`src/rtl/dcf_pkg.sv`:
```
`timescale 1ns/1ps
// Package: shared constants and types for the descriptor chain fetcher.
// Assumes 32-bit memory words and a 128-bit descriptor of four words.
package dcf_pkg;
    localparam int WORDS      = 4;   // words per descriptor
    localparam int WIX_W      = 2;   // word index width
    localparam int SLOT_SHIFT = 4;   // 16-byte slot per channel

    typedef enum logic [2:0] {
        ST_IDLE, ST_RD, ST_RWAIT, ST_WR, ST_SHOW, ST_WBACK, ST_DONE
    } state_t;

    typedef enum logic [1:0] {
        SEL_HEAD, SEL_LIVE, SEL_LINK
    } asel_t;
endpackage

```
`src/rtl/dcf_addr_gen.sv`:
```
`timescale 1ns/1ps
// Address generator: forms the byte address of one descriptor word from
// the selected slot base (head slot, live slot or link) and the word index.
// Assumes bases and link addresses are 16-byte aligned.
module dcf_addr_gen
    import dcf_pkg::*;
#(
    parameter int AW   = 32,
    parameter int CH_W = 3
) (
    input  asel_t             asel,
    input  logic [AW-1:0]     head_base,
    input  logic [AW-1:0]     live_base,
    input  logic [CH_W-1:0]   chan,
    input  logic [AW-1:0]     link,
    input  logic [WIX_W-1:0]  widx,
    output logic [AW-1:0]     addr
);
    logic [AW-1:0] slot_off;
    logic [AW-1:0] base;

    // Pick the descriptor base and add the word offset.
    always_comb begin
        slot_off = AW'(chan) << SLOT_SHIFT;
        case (asel)
            SEL_HEAD: base = head_base + slot_off;
            SEL_LIVE: base = live_base + slot_off;
            default:  base = link;
        endcase
        addr = base + (AW'(widx) << 2);
    end
endmodule

```
`src/rtl/dcf_desc_store.sv`:
```
`timescale 1ns/1ps
// Descriptor store: holds the four words of the current descriptor,
// decodes its fields and supplies write data for the live-slot copy,
// with the beat count forced to zero for the final write-back.
module dcf_desc_store
    import dcf_pkg::*;
#(
    parameter int DW = 32
) (
    input  logic              clk,
    input  logic              rst_n,
    input  logic              ld,
    input  logic [WIX_W-1:0]  ld_idx,
    input  logic [DW-1:0]     ld_data,
    input  logic [WIX_W-1:0]  rd_idx,
    input  logic              zero_cnt,
    output logic [DW-1:0]     wdata,
    output logic [DW/2-1:0]   f_ctrl,
    output logic [DW/2-1:0]   f_cnt,
    output logic [DW-1:0]     f_src,
    output logic [DW-1:0]     f_dst,
    output logic [DW-1:0]     f_next
);
    localparam int HALF = DW / 2;

    logic [DW-1:0] words [WORDS];

    for (genvar i = 0; i < WORDS; i++) begin : g_word
        // Capture read data into word i when it arrives.
        always_ff @(posedge clk) begin
            if (!rst_n)
                words[i] <= '0;
            else if (ld && (ld_idx == WIX_W'(i)))
                words[i] <= ld_data;
        end
    end

    // Decode fields and select the outgoing word.
    always_comb begin
        f_ctrl = words[0][HALF-1:0];
        f_cnt  = words[0][DW-1:HALF];
        f_src  = words[1];
        f_dst  = words[2];
        f_next = words[3];
        wdata  = words[rd_idx];
        if (zero_cnt)
            wdata = {{HALF{1'b0}}, words[0][HALF-1:0]};
    end
endmodule

```
`src/rtl/dcf_ctrl.sv`:
```
`timescale 1ns/1ps
// Sequencer: accepts a start, latches channel and bases, reads four words,
// copies them to the live slot, presents the descriptor, writes back a zero
// count, then follows the link or ends the chain. One memory access in flight.
module dcf_ctrl
    import dcf_pkg::*;
#(
    parameter int AW   = 32,
    parameter int CH_W = 3
) (
    input  logic              clk,
    input  logic              rst_n,
    input  logic              start_valid,
    input  logic [CH_W-1:0]   start_chan,
    input  logic [AW-1:0]     desc_base,
    input  logic [AW-1:0]     wb_base,
    input  logic              mem_ready,
    input  logic              mem_rvalid,
    input  logic              xfer_done,
    input  logic [AW-1:0]     next_addr,
    output logic              start_ready,
    output logic              mem_req,
    output logic              mem_we,
    output asel_t             asel,
    output logic [WIX_W-1:0]  widx,
    output logic              ld,
    output logic              zero_cnt,
    output logic              dsc_valid,
    output logic              chain_done,
    output logic [CH_W-1:0]   chan_q,
    output logic [AW-1:0]     hbase_q,
    output logic [AW-1:0]     lbase_q,
    output logic [AW-1:0]     link_q
);
    localparam logic [WIX_W-1:0] LAST = WIX_W'(WORDS - 1);

    state_t state;
    logic   from_link;

    // State, word index and latched start parameters.
    always_ff @(posedge clk) begin
        if (!rst_n) begin
            state     <= ST_IDLE;
            widx      <= '0;
            from_link <= 1'b0;
            chan_q    <= '0;
            hbase_q   <= '0;
            lbase_q   <= '0;
            link_q    <= '0;
        end else begin
            case (state)
                ST_IDLE: if (start_valid) begin
                    chan_q    <= start_chan;
                    hbase_q   <= desc_base;
                    lbase_q   <= wb_base;
                    from_link <= 1'b0;
                    widx      <= '0;
                    state     <= ST_RD;
                end
                ST_RD: if (mem_ready) state <= ST_RWAIT;
                ST_RWAIT: if (mem_rvalid) begin
                    if (widx == LAST) begin
                        widx  <= '0;
                        state <= ST_WR;
                    end else begin
                        widx  <= widx + 1'b1;
                        state <= ST_RD;
                    end
                end
                ST_WR: if (mem_ready) begin
                    if (widx == LAST) begin
                        widx  <= '0;
                        state <= ST_SHOW;
                    end else begin
                        widx  <= widx + 1'b1;
                    end
                end
                ST_SHOW: if (xfer_done) state <= ST_WBACK;
                ST_WBACK: if (mem_ready) begin
                    if (next_addr == '0) begin
                        state <= ST_DONE;
                    end else begin
                        link_q    <= next_addr;
                        from_link <= 1'b1;
                        state     <= ST_RD;
                    end
                end
                default: state <= ST_IDLE;
            endcase
        end
    end

    // Decode state into handshake and datapath controls.
    always_comb begin
        start_ready = (state == ST_IDLE);
        mem_req     = (state == ST_RD) || (state == ST_WR) || (state == ST_WBACK);
        mem_we      = (state == ST_WR) || (state == ST_WBACK);
        asel        = (state == ST_RD) ? (from_link ? SEL_LINK : SEL_HEAD) : SEL_LIVE;
        ld          = (state == ST_RWAIT) && mem_rvalid;
        zero_cnt    = (state == ST_WBACK);
        dsc_valid   = (state == ST_SHOW);
        chain_done  = (state == ST_DONE);
    end

    // an accepted start leaves the idle state on the next cycle.
    p_start_accept_r1: assert property (@(posedge clk) disable iff (!rst_n)
        (start_valid && start_ready) |=> !start_ready);

    // the completion pulse lasts one cycle and is followed by idle.
    p_done_pulse_r7: assert property (@(posedge clk) disable iff (!rst_n)
        chain_done |=> (!chain_done && start_ready));

    // no request is raised while a read response is outstanding.
    p_no_req_pending_r9: assert property (@(posedge clk) disable iff (!rst_n)
        (mem_req && mem_ready && !mem_we) |=> !mem_req);
endmodule

```
`src/rtl/dcf_chain_fetcher.sv`:
```
`timescale 1ns/1ps
// Top: DMA descriptor chain fetcher. Connects the sequencer, the address
// generator and the descriptor store. Assumes 16-byte aligned bases and a
// memory that returns read data at least one cycle after acceptance.
module dcf_chain_fetcher
    import dcf_pkg::*;
#(
    parameter int NCH  = 8,
    parameter int AW   = 32,
    parameter int DW   = 32,
    localparam int CH_W = (NCH > 1) ? $clog2(NCH) : 1
) (
    input  logic              clk,
    input  logic              rst_n,
    input  logic              start_valid,
    output logic              start_ready,
    input  logic [CH_W-1:0]   start_chan,
    input  logic [AW-1:0]     desc_base,
    input  logic [AW-1:0]     wb_base,
    output logic              mem_req,
    output logic              mem_we,
    output logic [AW-1:0]     mem_addr,
    output logic [DW-1:0]     mem_wdata,
    input  logic              mem_ready,
    input  logic              mem_rvalid,
    input  logic [DW-1:0]     mem_rdata,
    output logic              dsc_valid,
    output logic [15:0]       dsc_ctrl,
    output logic [15:0]       dsc_count,
    output logic [AW-1:0]     dsc_src,
    output logic [AW-1:0]     dsc_dst,
    output logic [AW-1:0]     dsc_next,
    input  logic              xfer_done,
    output logic              chain_done
);
    asel_t             asel;
    logic [WIX_W-1:0]  widx;
    logic              ld;
    logic              zero_cnt;
    logic [CH_W-1:0]   chan_q;
    logic [AW-1:0]     hbase_q;
    logic [AW-1:0]     lbase_q;
    logic [AW-1:0]     link_q;
    logic [DW/2-1:0]   f_ctrl;
    logic [DW/2-1:0]   f_cnt;

    dcf_ctrl #(.AW(AW), .CH_W(CH_W)) u_ctrl (
        .clk(clk), .rst_n(rst_n),
        .start_valid(start_valid), .start_chan(start_chan),
        .desc_base(desc_base), .wb_base(wb_base),
        .mem_ready(mem_ready), .mem_rvalid(mem_rvalid),
        .xfer_done(xfer_done), .next_addr(dsc_next),
        .start_ready(start_ready), .mem_req(mem_req), .mem_we(mem_we),
        .asel(asel), .widx(widx), .ld(ld), .zero_cnt(zero_cnt),
        .dsc_valid(dsc_valid), .chain_done(chain_done),
        .chan_q(chan_q), .hbase_q(hbase_q), .lbase_q(lbase_q), .link_q(link_q)
    );

    dcf_addr_gen #(.AW(AW), .CH_W(CH_W)) u_addr (
        .asel(asel), .head_base(hbase_q), .live_base(lbase_q),
        .chan(chan_q), .link(link_q), .widx(widx), .addr(mem_addr)
    );

    dcf_desc_store #(.DW(DW)) u_store (
        .clk(clk), .rst_n(rst_n),
        .ld(ld), .ld_idx(widx), .ld_data(mem_rdata),
        .rd_idx(widx), .zero_cnt(zero_cnt), .wdata(mem_wdata),
        .f_ctrl(f_ctrl), .f_cnt(f_cnt),
        .f_src(dsc_src), .f_dst(dsc_dst), .f_next(dsc_next)
    );

    // Map store fields onto the 16-bit engine outputs.
    always_comb begin
        dsc_ctrl  = 16'(f_ctrl);
        dsc_count = 16'(f_cnt);
    end

    // a stalled request keeps its address, direction and data.
    p_req_stable_r9: assert property (@(posedge clk) disable iff (!rst_n)
        (mem_req && !mem_ready) |=> (mem_req && $stable(mem_addr)
                                     && $stable(mem_we) && $stable(mem_wdata)));

    // the presented descriptor holds steady until the engine finishes.
    p_valid_hold_r4: assert property (@(posedge clk) disable iff (!rst_n)
        (dsc_valid && !xfer_done) |=> (dsc_valid && $stable(dsc_src)
            && $stable(dsc_dst) && $stable(dsc_next) && $stable(dsc_count)
            && $stable(dsc_ctrl)));

    // nothing is requested or presented while idle.
    p_idle_quiet_r1: assert property (@(posedge clk) disable iff (!rst_n)
        start_ready |-> (!mem_req && !dsc_valid));
endmodule

```
`config.mk`:
```
export PLATFORM = sky130hd
export DESIGN_NAME = dcf_chain_fetcher
export DESIGN_NICKNAME = d
export VERILOG_FILES = /design/src/rtl/dcf_pkg.sv /design/src/rtl/dcf_addr_gen.sv /design/src/rtl/dcf_desc_store.sv /design/src/rtl/dcf_ctrl.sv /design/src/rtl/dcf_chain_fetcher.sv
export SDC_FILE = /design/constraint.sdc
export NUM_CORES = 1
export LEC_CHECK = 0
export BUFFER_PORTS_ARGS = -buffer_cell sky130_fd_sc_hd__buf_4
export CAP_MARGIN = 5
export CORE_MARGIN = 2
export CORE_UTILIZATION = 59
export CTS_CLUSTER_DIAMETER = 200
export DETAILED_ROUTE_END_ITERATION = 12
export PLACE_DENSITY = 0.9
export SYNTH_ARGS = -nofsm -noshare
export SYNTH_HDL_FRONTEND = slang
export SYNTH_SLANG_ARGS = --single-unit
export TNS_END_PERCENT = 5
```
`constraint.sdc`:
```
create_clock -name clk -period 8.9 [get_ports clk]
set_input_delay 0.89 -clock clk [delete_from_list [all_inputs] [get_ports clk]]
set_output_delay 0.89 -clock clk [all_outputs]
set_load 0.02 [all_outputs]
```
==> metrics.md, run 1 <==
| Metric | Value |
|---|---|
| Syn avg cell area | around 9.7 µm² |
| Hold Path Cell Cnt | 2 |
| Vias in the first global route | ~11000 |
| Crit path max fanout | 42 |
| R2R cell count | 5 |
| Distinct cells, synth | 68 |
| Antenna violations before repair | 0 |
| #FFs+latches synth | between 200 and 250 |
| Synth Area in Simple Gates | between 20% and 30% |
| Crit share post-route | 74.6% |
| H-tree levels | 1 |
| Slew Limit Fails | 0 |
| Nets@finish | 1662 |
| Met2 wire len | between 15000 and 20000 µm |
| Dpl hpwl | between 20000 and 30000 µm |
| Leak pwr | 0.00632 µW |
| Total negative slack | 0 ns |
| RSZ-0062 raised after global routing | no |
| DIE HEIGHT | 150 µm |
| Layout area overhead | 26.5% |
| Max Freq | 151 MHz |
| All-layer global routing usage | approximately a third |
| Post-CTS Setup Bufs | 0 |
| R2R setup slack | ~5.5 ns |
| First-pass GRT wire length | 58000 µm |
| Worst skew pair latency | about 0.54 ns |
| EDFF count, synth | 128 |
| Max Used Layer | met4 |
| Routed Antenna Nets | 0 |
| Hold Crit Class | flop to flop |
| Final setup margin | between 2 and 2.5 ns |
| Peak supply drop | 0.173 mV |
| HP Start | u_ctrl.link_q[23] |
| WL/cell | about 21 µm |
| Largest family of logic cells by synthesized area | simple AND/OR/NAND/NOR gates |
| Total power | around 3300 µW |
| CTS tree | done |
| WHS Endpoint | u_ctrl.link_q[23] |
| Status | completed |
| Worst r2r src | u_ctrl.state[0] |
| DP Worst Slack | 2.92 ns |
| Final hold viol count | 0 |
| Crit Path Class | flop to output pin |
| Crit path launch type | flop |
| Adder-Cell Fraction of Synth Area | 1.22% |
| Iter 0 DRT Violations | 946 |
| Tmin final | about 6.6 ns |
| DR pass1 iterations | 6 |
| Mux contribution to synthesized area | under 10% |
| Final instance area | roughly 16000 µm² |
| Worst rel slew slack | between 10% and 20% |
| Post-synth top area cell | edfxtp_1 |
| FF+latch area | between 5000 and 6000 µm² |
| Post-synthesis instance total | around 1300 |
| DRC viols | 0 |
| Port Buffers | 301 |
| Area post-placement | 14900 µm² |
| Hold buffer count at CTS | 0 |
| Placed insts | between 1500 and 2000 |
| Max-cap viol count | 0 |
| N_diodes | 0 |
| CTS Buf Count | 26 |
| Syn Std Cell Area | around 13000 µm² |
| Fillers | around 1400 |
| Aggregate global routing overflow | 0 |
| M1 WL | ~15000 µm |
| Vias per cell | 5.97 |
| Worst-Margin Slew | 1.29 ns |
| Most used DFF post-synth | edfxtp_1 |
| Clock sink total | 235 |
| Total power per unit cell area | roughly 210 nW/µm² |
| Die W | between 100 and 150 µm |
| # rows | 53 |
| Share of the synthesized area in the top cell type | 30.7% |
| Multi-input logic area | 6170 µm² |
| Most common cell after layout, fill and taps aside | buf_4 |
| Final WL | approximately 38000 µm |
| Post-route insts no fill | approximately 1800 |
| Final Setup Violations | 0 |
| Setup Skew | approximately 0.022 ns |
| RR Endpoint | u_ctrl.link_q[28] |
| Top cells by area, synth | edfxtp_1 31%, dfxtp_1 17%, nand2_1 7.9% |
| Syn. warnings | 0 |
| Most frequent cells in the layout | 315 x buf_4, 264 x nand2_1, 156 x and2_1 |
| Critical Path AT | 5.75 ns |
| Die area | approximately 22000 µm² |
| CTS root buffer | clkbuf_16 |
| Clock Pin Slew Worst Setup and Hold Paths | 0.06 ns |
| Worst EP required | between 8 and 9 ns |
| CP Capture Type | output pin |
| Sequential cell area fraction in the yosys report | ~48% |
| Placeable Area | between 20000 and 25000 µm² |
| Largest net degree at the start of global routing | approximately 110 |
| Compound-Gate Fraction of Synth Area | approximately an eighth |
| Initial Utilization | between 50 and 60% |
| Post-synthesis net count | about 1400 |
| Xor/xnor share of the synthesized area | between 3 and 4% |
| Post_cts resized | 0 |
| RePlAce Congestion | 0.941 |
| Ys async rst share | 0% |
| I/O Pins | ~300 |
| Share of layout cells above drive strength 1 | about a quarter |
| Routed met3 length | around 4000 µm |
| DR vias | 11000 |
| Clock Path Buffers | 3 |
-- per-layer routing --
| layer | up-vias | track usage, % |
|---|---|---|
| met5 | - | 0 |
| li1 | 5042 | - |
| met2 | 631 | 54.6 |
| met1 | 5226 | 43.3 |
| met3 | 87 | 7.71 |
| met4 | 0 | 11.2 |
-- cell usage after synthesis, drive strengths merged (3+ instances only) --
library cell	n
a211o	3
a211oi	5
a21boi	103
a21o	7
a21oi	21
a22oi	16
a31oi	21
and2	158
and3	12
and4bb	3
buf	13
clkbuf	74
dfxtp	107
edfxtp	128
ha	9
inv	9
mux2	19
mux2i	32
mux4	16
nand2	265
nand2b	4
nand3	31
nand3b	3
nand4	10
nor2	41
nor2b	19
nor3	13
nor3b	4
nor4	16
nor4bb	3
o21a	4
o21ai	30
o22ai	5
o31ai	5
or3	8
or3b	4
or4	4
xnor2	29
xor2	15
-- worst max-delay path by stage --
stage,startpoint,to,cells after the start
2_1_floorplan,u_ctrl.state[2],mem_addr[29],19
3_3_place_gp,u_ctrl.state[1],mem_addr[31],16
3_5_place_dp,u_ctrl.state[0],mem_addr[31],16
4_1_cts,u_ctrl.state[0],mem_addr[31],16
5_1_grt,u_ctrl.state[1],mem_addr[31],16
6_report,u_ctrl.state[0],mem_addr[31],16
-- cell type report --
class / instances / area share, %
inverter: 9 / 0.213
clock inverter: 17 / 1.56
multi-input combinational: 959 / 39.0
clock buffer: 31 / 4.29
timing repair buffer: 315 / 14.9
tap: 275 / 2.17
sequential: 235 / 37.8
-- worst max-delay path, stage by stage (launching register included) --
cell and delay, ns:
dfxtp_1 0.67, nor3b_4 0.28, buf_4 0.44, nand2_1 0.12, nand2_1 0.08, ha_1 0.18, fa_1 0.25, a21oi_1 0.16
or4_1 0.50, a21boi_0 0.60, nand2_1 0.23, o211ai_1 0.25, nor3b_1 0.47, nand4_2 0.32, nor4_2 0.35, xnor2_1 0.15
buf_4 0.16
-- per-stage QoR --
stage	hold WS [ns]	utilization, %
after global routing	0.481	75.8
after CTS	0.464	75.8
after floorplan	0.439	-
after global placement	0.453	71.3
final	0.461	75.8
after detailed placement	0.455	71.3
-- sequential cells by signal, summed over array words and instances (netlist names), named ones only --
register and flops:
u_ctrl.state 3, u_ctrl.chan_q 3, u_ctrl.link_q 32, u_ctrl.lbase_q 32
u_ctrl.hbase_q 32, u_ctrl.widx 2, u_ctrl.from_link 1, u_store.words 128
-- power breakdown --
group / internal [µW] / switching [µW] / leakage [µW]
sequential: 1220 / 97.2 / 0.00220
clock: 696 / 450 / 0.000450
combinational: 340 / 502 / 0.00367
total: 2260 / 1050 / 0.00632
-- logic make-up (layout without fill, tap and decap cells) --
group,Yosys count,after routing
AO/OA/AOI/OAI,236,236
flip-flops,235,235
multiplexers,67,67
adder cells (fa/ha/maj),11,11
AND/OR/NAND/NOR,601,601
buffers and inverters,96,372
XOR/XNOR,44,44
(Power assumes the default switching activity.)
==> run 2: changes to the inputs <==
- ABC_AREA: unset -> 1
- CORE_UTILIZATION: 59 -> 49
- PLACE_DENSITY: 0.9 -> 0.8
- clock period: 8.9 -> 5.7 ns (I/O delays scaled with it)
==> metrics.md, run 2 <==
| Metric | Value |
|---|---|
| CTS Buf Count | 25 |
| Most used DFF post-synth | edfxtp_1 |
| Post-route insts no fill | between 2000 and 2500 |
| Layout area overhead | 26.3% |
| CTS root buffer | clkbuf_16 |
| Initial Utilization | between 40% and 50% |
| Aggregate global routing overflow | 0 |
| RSZ-0062 raised after global routing | no |
| Peak supply drop | between 0.3 and 0.4 mV |
| GR Layer Usage met1 | 40.0% |
| Syn Std Cell Area | roughly 12000 µm² |
| Syn avg cell area | roughly 7.4 µm² |
| Total power | between 7000 and 8000 µW |
| Top reg by flops | u_store.words |
| Met2 Use GR | between 50% and 60% |
| Worst-Margin Slew | approximately 1.3 ns |
| Clock Pin Slew Worst Setup and Hold Paths | 0.06 ns |
| RePlAce Congestion | around 0.96 |
| Die W | between 150 and 200 µm |
| DR vias | about 13000 |
| DRC viols | 0 |
| I/O Pins | about 300 |
| Post-synthesis net count | ~1800 |
| Crit share post-route | between 80 and 90% |
| Die area | between 20000 and 30000 µm² |
| Total negative slack | 0 ns |
| DR pass1 iterations | 6 |
| Global route hottest layer | met2 |
| EDFF count, synth | roughly 130 |
| Met3 Usage GRT | 5.92% |
| Post_cts resized | 0 |
| Post-synthesis instance total | ~1700 |
| Final hold viol count | 0 |
| Nets@finish | between 2000 and 2500 |
| Crit Path Class | flop to output pin |
| Post-CTS Setup Bufs | 0 |
| Crit path launch type | flop |
| Distinct cells, synth | 42 |
| Crit path max fanout | 25 |
| Synth top cells by count | 350 x nor2_1, 347 x nand2_1, 156 x inv_1, 154 x o21ai_0, 128 x edfxtp_1 |
| Hold buffer count at CTS | 0 |
| Vias in the first global route | 12100 |
| Most common cell after layout, fill and taps aside | nor2_1 |
| #FFs+latches synth | ~240 |
| Final WL | 42000 µm |
| Setup Skew | 0.0201 ns |
| Dpl hpwl | 31000 µm |
| Tmin final | a little under 5 ns |
| Iter 0 DRT Violations | 1266 |
| Post-synth top area cell | edfxtp_1 |
| WL/cell | around 18 µm |
| Most frequent cells in the layout | 350 x nor2_1, 347 x nand2_1, 318 x buf_4 |
| Slew Limit Fails | 0 |
| Placeable Area | around 25000 µm² |
| Routed Antenna Nets | 0 |
| Share of the synthesized area in the top cell type | a little under a third |
| Critical Path AT | approximately 4.4 ns |
| Status | completed |
| # rows | a little under 60 |
| Placed insts | between 2000 and 2500 |
| Max Freq | about 200 MHz |
| Sequential cell area fraction in the yosys report | 48.0% |
| Syn. warnings | 0 |
| Most numerous cell in the Yosys netlist | nor2_1 |
| CTS tree | done |
| Final Setup Violations | 0 |
| Max-cap viol count | 0 |
| Worst EP required | slightly above 5 ns |
| CP Capture Type | output pin |
| Port Buffers | 301 |
| Worst rel slew slack | between 10% and 20% |
| Clock Path Buffers | 3 |
| Clock sink total | 235 |
| First-pass GRT wire length | 64800 µm |
| Vias per cell | ~5.5 |
| Worst skew pair latency | 0.52 ns |
| H-tree levels | 1 |
| Hold Crit Class | input pin to flop |
| Antenna violations before repair | 0 |
| Leak pwr | 0.00708 µW |
| Largest net degree at the start of global routing | 90 |
| Ys async rst share | 0% |
| Total power per unit cell area | around 470 nW/µm² |
| All-layer global routing usage | between 30% and 40% |
| N_diodes | 0 |
| Largest register FFs | roughly 130 |
| Top cells by area, synth | edfxtp_1 31%, dfxtp_1 17%, nor2_1 11% |
| DIE HEIGHT | about 160 µm |
| Share of layout cells above drive strength 1 | roughly a fifth |
==> run 2: changes by cell type after synthesis, sizes merged, moves of 20 or more <==
cell,before,now
a21boi,103,1
nor2,41,366
mux2i,32,0
nand2,265,354
o21ai,30,164
inv,9,165
a21oi,21,108
nand3,31,102
a31oi,21,1
xnor2,29,7
and2,158,1
==> run 2: cell families (layout without fill, tap and decap cells) <==
kind of cell | Yosys count | after routing | share of synthesized area [%]
and+or+nand+nor | 855 | 855 | 28.3
DFF | 235 | 235 | 48.0
AOI/OAI and AO/OA | 301 | 301 | 12.9
xor gates and xnor gates | 20 | 20 | 1.41
buffers and inverters | 256 | 531 | 8.07
adders and majority gates | 11 | 11 | 1.23
==> run 2: per-stage QoR <==
step	instance area, µm²	setup WS [ns]	util [%]	hold slack, ns
floorplan	12500	1.36	-	0.425
global placement	14900	1.48	59.5	0.435
detailed placement	14900	1.34	59.5	0.442
CTS	15700	0.774	62.8	0.263
global route	15700	0.353	62.8	0.272
finish	15700	0.726	62.8	0.272
==> run 2: where the power goes <==
part	internal, µW	leakage, µW	switching (µW)
clock	1030	0.000406	661
sequential	2010	0.00220	180
combinational	1180	0.00448	2400
total	4220	0.00708	3240
==> run 2: path summary, 6_finish.rpt <==
check	to	startpoint	cells after the start	slack [ns]
min	u_ctrl.hbase_q[1]	desc_base[1]	3	0.27
min reg2reg	u_ctrl.hbase_q[31]	u_ctrl.hbase_q[31]	2	0.45
max	mem_addr[26]	u_ctrl.state[1]	22	0.73
max reg2reg	u_ctrl.link_q[0]	u_store.words[3][23]	9	2.50
==> run 2: metal layers <==
metal,vias to the layer above,share of wire [%]
li1,5979,-
met1,5835,39
met2,687,48
met3,114,9.8
met4,0,3.5
met5,-,0
==> run 2: critical path, cell delays in order (launching register included) <==
cell     delay, ns
dfxtp_1       0.36
inv_2         0.36
nand3_4       0.26
nand2_1       0.11
o21ai_0       0.09
ha_1          0.21
fa_1          0.41
xnor2_1       0.16
nand2_1       0.08
nand2_1       0.08
nor3_1        0.33
nand2_1       0.08
nor2_1        0.19
nand2_1       0.10
nor2_2        0.20
nand2_1       0.13
nor2_1        0.15
nand2_1       0.09
nor2_2        0.15
nand3_1       0.09
nand2_1       0.07
inv_1         0.04
buf_4         0.14
==> run 2: layout make-up <==
class,count,area [µm²]
Clock buffer,36,698
Clock inverter,8,138
Fill cell,2243,9300
Inverter,169,634
Multi-Input combinational cell,1187,5480
Sequential cell,235,5990
Tap cell,330,413
Timing Repair Buffer,318,2390
